$ cat src/rtl/vpl_pkg.sv
package vpl_pkg;

    localparam int unsigned NUM_REGS = 32;
    localparam int unsigned REG_IDX_W = $clog2(NUM_REGS);

    typedef enum logic [0:0] {
        CLS_INT = 1'b0,
        CLS_FP  = 1'b1
    } reg_class_e;

    typedef struct packed {
        logic                 active;
        logic                 zero;
        logic                 inv;
        logic [REG_IDX_W-1:0] src;
    } pred_entry_t;

    typedef struct packed {
        logic                 we;
        logic [REG_IDX_W-1:0] idx;
        pred_entry_t          data;
    } tbl_wr_t;

    // Mask selected by an entry: all ones when disabled, else source (optionally inverted)
    function automatic logic [63:0] form_mask64(input pred_entry_t e, input logic [63:0] v);
        if (!e.active) return '1;
        return e.inv ? ~v : v;
    endfunction

endpackage

$ cat src/rtl/vpl_pred_table.sv
module vpl_pred_table
    import vpl_pkg::*;
#(
    parameter int unsigned ENTRIES = NUM_REGS,
    localparam int unsigned IW = $clog2(ENTRIES)
) (
    input  logic         clk,
    input  logic         rst,
    input  logic         wr_en,
    input  logic [IW-1:0] wr_idx,
    input  pred_entry_t  wr_data,
    input  logic [IW-1:0] rd_idx,
    output pred_entry_t  rd_data
);

    logic                 act_q  [ENTRIES];
    logic                 zero_q [ENTRIES];
    logic                 inv_q  [ENTRIES];
    logic [REG_IDX_W-1:0] src_q  [ENTRIES];

    for (genvar g = 0; g < ENTRIES; g++) begin : g_entry
        logic hit;
        assign hit = wr_en && (wr_idx == IW'(g));

        // only the enable bit needs a reset value
        always_ff @(posedge clk) begin
            if (rst) begin
                act_q[g] <= 1'b0;
            end else if (hit) begin
                act_q[g] <= wr_data.active;
            end
        end

        always_ff @(posedge clk) begin
            if (hit) begin
                zero_q[g] <= wr_data.zero;
                inv_q[g]  <= wr_data.inv;
                src_q[g]  <= wr_data.src;
            end
        end
    end

    // read returns the stored contents; a same-cycle write is not forwarded
    always_comb begin
        rd_data.active = act_q[rd_idx];
        rd_data.zero   = zero_q[rd_idx];
        rd_data.inv    = inv_q[rd_idx];
        rd_data.src    = src_q[rd_idx];
    end

endmodule

$ cat src/rtl/vpl_table_bank.sv
module vpl_table_bank
    import vpl_pkg::*;
(
    input  logic       clk,
    input  logic       rst,
    input  reg_class_e wr_class,
    input  tbl_wr_t    wr,
    input  reg_class_e rd_class,
    input  logic [REG_IDX_W-1:0] rd_idx,
    output pred_entry_t rd_data
);

    localparam int unsigned NUM_CLASSES = 2;

    pred_entry_t cls_rd [NUM_CLASSES];

    for (genvar c = 0; c < NUM_CLASSES; c++) begin : g_cls
        logic cls_we;
        assign cls_we = wr.we && (wr_class == reg_class_e'(c));

        vpl_pred_table #(
            .ENTRIES (NUM_REGS)
        ) u_tbl (
            .clk     (clk),
            .rst     (rst),
            .wr_en   (cls_we),
            .wr_idx  (wr.idx),
            .wr_data (wr.data),
            .rd_idx  (rd_idx),
            .rd_data (cls_rd[c])
        );
    end

    always_comb begin
        rd_data = (rd_class == CLS_FP) ? cls_rd[1] : cls_rd[0];
    end

endmodule

$ cat src/rtl/vpl_mask_stage.sv
module vpl_mask_stage
    import vpl_pkg::*;
#(
    parameter int unsigned XLEN = 64
) (
    input  logic            clk,
    input  logic            rst,
    input  logic            in_valid,
    input  pred_entry_t     in_entry,
    input  logic [XLEN-1:0] in_rf,
    output logic            out_valid,
    output logic [XLEN-1:0] out_mask,
    output logic            out_zero
);

    logic [XLEN-1:0] mask_d;
    logic            zero_d;

    always_comb begin
        if (!in_entry.active) begin
            mask_d = '1;
            zero_d = 1'b0;
        end else begin
            mask_d = in_entry.inv ? ~in_rf : in_rf;
            zero_d = in_entry.zero;
        end
    end

    always_ff @(posedge clk) begin
        if (rst) begin
            out_valid <= 1'b0;
        end else begin
            out_valid <= in_valid;
        end
    end

    always_ff @(posedge clk) begin
        if (rst) begin
            out_mask <= '0;
            out_zero <= 1'b0;
        end else if (in_valid) begin
            out_mask <= mask_d;
            out_zero <= zero_d;
        end
    end

endmodule

$ cat src/rtl/vpl_lookup.sv
module vpl_lookup
    import vpl_pkg::*;
#(
    parameter int unsigned XLEN = 64
) (
    input  logic            clk,
    input  logic            rst,
    input  logic            cfg_we,
    input  logic            cfg_class,
    input  logic [4:0]      cfg_idx,
    input  logic            cfg_active,
    input  logic            cfg_zero,
    input  logic            cfg_inv,
    input  logic [4:0]      cfg_src,
    input  logic            req_valid,
    input  logic            req_class,
    input  logic [4:0]      req_reg,
    output logic            rf_rd_en,
    output logic [4:0]      rf_rd_addr,
    input  logic [XLEN-1:0] rf_rd_data,
    output logic            rsp_valid,
    output logic [XLEN-1:0] rsp_mask,
    output logic            rsp_zero
);

    tbl_wr_t     wr_pkt;
    pred_entry_t sel_entry;

    always_comb begin
        wr_pkt.we          = cfg_we;
        wr_pkt.idx         = cfg_idx;
        wr_pkt.data.active = cfg_active;
        wr_pkt.data.zero   = cfg_zero;
        wr_pkt.data.inv    = cfg_inv;
        wr_pkt.data.src    = cfg_src;
    end

    vpl_table_bank u_bank (
        .clk      (clk),
        .rst      (rst),
        .wr_class (reg_class_e'(cfg_class)),
        .wr       (wr_pkt),
        .rd_class (reg_class_e'(req_class)),
        .rd_idx   (req_reg),
        .rd_data  (sel_entry)
    );

    // predicate source is always an integer register, whatever the operand class
    assign rf_rd_addr = sel_entry.src;
    assign rf_rd_en   = req_valid && sel_entry.active;

    vpl_mask_stage #(
        .XLEN (XLEN)
    ) u_stage (
        .clk       (clk),
        .rst       (rst),
        .in_valid  (req_valid),
        .in_entry  (sel_entry),
        .in_rf     (rf_rd_data),
        .out_valid (rsp_valid),
        .out_mask  (rsp_mask),
        .out_zero  (rsp_zero)
    );

endmodule

$ cat config.mk
export PLATFORM = sky130hd
export DESIGN_NAME = vpl_lookup
export DESIGN_NICKNAME = d
export VERILOG_FILES = /design/src/rtl/vpl_pkg.sv /design/src/rtl/vpl_pred_table.sv /design/src/rtl/vpl_table_bank.sv /design/src/rtl/vpl_mask_stage.sv /design/src/rtl/vpl_lookup.sv
export SDC_FILE = /design/constraint.sdc
export NUM_CORES = 1
export LEC_CHECK = 0
export BUFFER_PORTS_ARGS = -buffer_cell sky130_fd_sc_hd__buf_4
export CELL_PAD_IN_SITES_DETAIL_PLACEMENT = 1
export CELL_PAD_IN_SITES_GLOBAL_PLACEMENT = 2
export CORE_MARGIN = 1.5
export CORE_UTILIZATION = 42
export CTS_CLUSTER_SIZE = 8
export DETAILED_ROUTE_END_ITERATION = 12
export PLACE_DENSITY_LB_ADDON = 0.08
export SLEW_MARGIN = 40
export SYNTH_ARGS = -nofsm -noshare
export SYNTH_HDL_FRONTEND = slang
export SYNTH_HIERARCHICAL = 1
export SYNTH_SLANG_ARGS = --single-unit
export TNS_END_PERCENT = 20
$ cat constraint.sdc
create_clock -name clk -period 2.8 [get_ports clk]
set_input_delay 0.14 -clock clk [delete_from_list [all_inputs] [get_ports clk]]
set_output_delay 0.14 -clock clk [all_outputs]
set_load 0.01 [all_outputs]
==> run summary <==
## STA
- final number of max-transition violations: 0
- setup repair after global routing missed its margin: true
- setup violators final: 70
- shortest clock period the worst path allows after layout: 2.963 ns
- worst rel slew slack: 49.65%
- worst clock skew: 0.01885 ns
- ratio of final minimum period to clock period: 105.8%
- Hold Violations, Final: 0
- achievable clock frequency: 337.5 MHz
- fin worst setup slack: -0.1633 ns
- transition time of the tightest slew-check pin: 0.7447 ns

## Power
- net switching power: 4632 µW
- leakage dissipation: 0.01020 µW
- portion of total power attributed to sequential cells: 46.7%
- part of the total power dissipated in the clock network: 43.3%
- VDD IR-drop max: 0.0004480 V
- Sw Ratio: 22.34%
- power share of the combinational group: 10.1%
- design internal power: 16,110 µW
- pwr dens: 697.4 mW/mm²

## Critical path
- destination of the worst register-to-register timing path: u_stage/out_mask[22]
- kind of cell with the highest combined delay on the critical path: multiplexers
- kind of critical path: register to primary output
- ordered cell list for the critical path: mux4_2, mux4_2, mux2_4, mux2_4, and2_4, buf_6
- beginning of the worst register-to-register path: u_bank/g_cls[0].u_tbl/act_q[31]
- CP Launch Type: register
- Critical Path AT: 2.82 ns
- largest fanout on the critical path: 2
- slowest CP cell: mux4_2
- Crit path required time: 2.66 ns
- path depth of the worst reg2reg path: 9
- buffer and inverter count on the worst path: 1
- FF-to-FF setup slack: -0.10 ns
- type of element capturing the critical path: primary output
- Slowest Stage Delay on Critical Path: 0.50 ns

## Layout
- final-stage net count: 1,707
- commonest cells after routing, fill and taps aside: edfxtp_1, buf_4, mux4_2
- share of cells above drive strength 1: 37.72%
- leading cell type in the layout, fill and taps excluded: edfxtp_1
- synth-to-layout area growth: 23.29%
- final cell area excluding filler cells: 0.02974 mm²

## Synth
- number of distinct library cell variants in the gate-level netlist after synthesis: 31
- synth warn: 6
- syn nets: 1,401
- average size of a mapped cell: 18.37 µm²
- cell count after synthesis: 1,313
- post-synth top area share: 63.74%
- dominant cells by area after synthesis: edfxtp_1, mux4_2, dfxtp_1
- synthesized cell area: 0.02412 mm²
- Post-synth ARST share: 0%
- Post-synth top flop: edfxtp_1
- EDFF count, synth: 512
- Seq cells post-synth: 578
- register area share after synthesis: 69.22%
- cell type with the highest aggregate area in the netlist: edfxtp_1

## Job
- max-cap viol count: 0

## Floorplan
- floorplan die area: 0.05887 mm²
- Starting Density: 42.61%
- Die Span X: 242.6 µm
- Placement Rows: 87
- floorplan die height: 242.6 µm
- number of top-level pins: 160
- placeable core area: 0.05660 mm²

## Hold path
- Hold Crit Endpoint: u_bank/g_cls[1].u_tbl/act_q[9]
- Min-Delay Startpoint: rst
- path type of the worst min-delay path: input pin to register
- number of cells on the worst hold path: 2

## Placement
- Placement Cell Area: 0.02661 mm²
- worst setup timing slack at the placement stage: -0.1612 ns
- DP HPWL: 38,040 µm
- Placer Congestion: 0.7551
- number of I/O port buffers: 159

## Clock network
- buffer depth of the longest clock path: 3
- clock sink count: 578
- Worst-Skew Late Latency: 0.61 ns
- H-tree lvl count: 3
- clock tree from TritonCTS: built
- clock edge transition at the registers on the reported setup and hold paths: 0.05 ns
- number of buffers created by CTS: 82
- cell chosen for the clock root: clkbuf_16

## Routing
- Vias: 12,880
- average wire per cell in the routed design: 24.97 µm
- post-detailed-routing wire length: 60,290 µm
- vias per inst: 5.336
- number of optimization iterations in the first detailed-route pass: 5
- Antenna Violating Nets Remaining: 0
- number of DRC markers in iteration 0: 773
- drt drc: 0

## Global routing
- via count of the first global-routing pass: 14,240
- first-pass GRT wire length: 92,360 µm
- gr ovfl total: 0
- pin count of the biggest net entering global routing: 115
- total track usage: 21.00%
- antenna violations before repair: 1

## Run status
- violations in the final reports: setup timing
- status: finished, violations left

-- cells in the mapped netlist (12+ instances only) --
master and n:
edfxtp_1 512, mux4_2 160, nor2_1 132, dfxtp_1 66, xnor2_1 64, a211oi_2 61, nor3_1 40, clkbuf_1 34
or2_2 34, nand2b_1 31, inv_1 24, nand2_1 24, buf_4 20, buf_1 18, mux2_2 16, buf_2 12
-- per-layer routing --
layer | wire length, µm | global-route usage [%] | vias to the layer above
li1 | - | - | 5745
met1 | 26410 | 28.69 | 6715
met2 | 29870 | 34.55 | 340
met3 | 2819 | 3.660 | 82
met4 | 1194 | 6.376 | 0
met5 | 0 | 0 | -
-- sequential cells by signal, indices dropped and copies added, names as in the netlist --
| name | flops |
|---|---|
| u_bank/g_cls.u_tbl/src_q | 320 |
| u_bank/g_cls.u_tbl/act_q | 64 |
| u_bank/g_cls.u_tbl/inv_q | 64 |
| u_bank/g_cls.u_tbl/zero_q | 64 |
| u_stage/out_mask | 64 |
| u_stage/out_valid | 1 |
| u_stage/out_zero | 1 |
-- worst max path at each step --
stage	from	end	cells past startpoint	slack (ns)
2_1_floorplan	req_reg[2]	u_stage/out_mask[0]	10	0.005
3_3_place_gp	req_reg[0]	u_stage/out_mask[60]	9	-0.15
3_5_place_dp	req_reg[0]	u_stage/out_mask[57]	9	-0.16
4_1_cts	u_bank/g_cls[0].u_tbl/act_q[31]	rf_rd_en	6	-0.21
5_1_grt	u_bank/g_cls[1].u_tbl/act_q[28]	rf_rd_en	6	-0.22
6_report	u_bank/g_cls[0].u_tbl/act_q[31]	rf_rd_en	6	-0.16
-- through the flow --
stage	hold WS, ns	power (µW)	std cells	utilization [%]	TNS (ns)
2_1_floorplan	0.2389	11010	1313	-	0
3_3_place_gp	0.4389	11760	2222	47.00	-6.729
3_5_place_dp	0.4474	11800	2222	47.00	-5.868
4_1_cts	0.01456	20980	2409	52.33	-0.9890
5_1_grt	0.04840	21510	2413	52.53	-7.904
6_report	0.03642	20740	2414	52.53	-3.729
-- area by class of cell --
type | count | area [µm²]
inverter | 24 | 90.09
tap | 756 | 945.9
timing repair buffer | 317 | 2889
clock inverter | 6 | 100.1
multi-input combinational | 616 | 6812
sequential | 578 | 16700
fill | 5205 | 26870
clock buffer | 116 | 2201
antenna | 1 | 2.502
-- cells by family after synthesis --
logic type      Yosys count  synth area share, %
compound gates           73                3.527
mux                     184                16.19
simple gates            295                5.966
buf+inv                 119                2.775
flops                   578                69.22
xor+xnor                 64                2.324
-- power by group through the flow --
| stage | logic, µW | clock network, µW | registers (µW) |
|---|---|---|---|
| 3_5_place_dp | 1960 | 0 | 9840 |
| 4_1_cts | 2070 | 9240 | 9680 |
| 6_report | 2090 | 8970 | 9680 |
| 2_1_floorplan | 1150 | 0 | 9870 |
| 3_3_place_gp | 1930 | 0 | 9830 |
| 5_1_grt | 2240 | 9590 | 9690 |
-- what timing repair did --
action / CTS / global route
hold buffers: 65 / 0
buffers inserted: 1 / 1
endpoints found under the setup margin: 6 / 46
gates cloned: 0 / 3
hold endpoints to repair: 66 / 0
gates resized for setup: 17 / 6
pin swaps: 0 / 2
No activity file was read; power rests on OpenSTA's default activity.
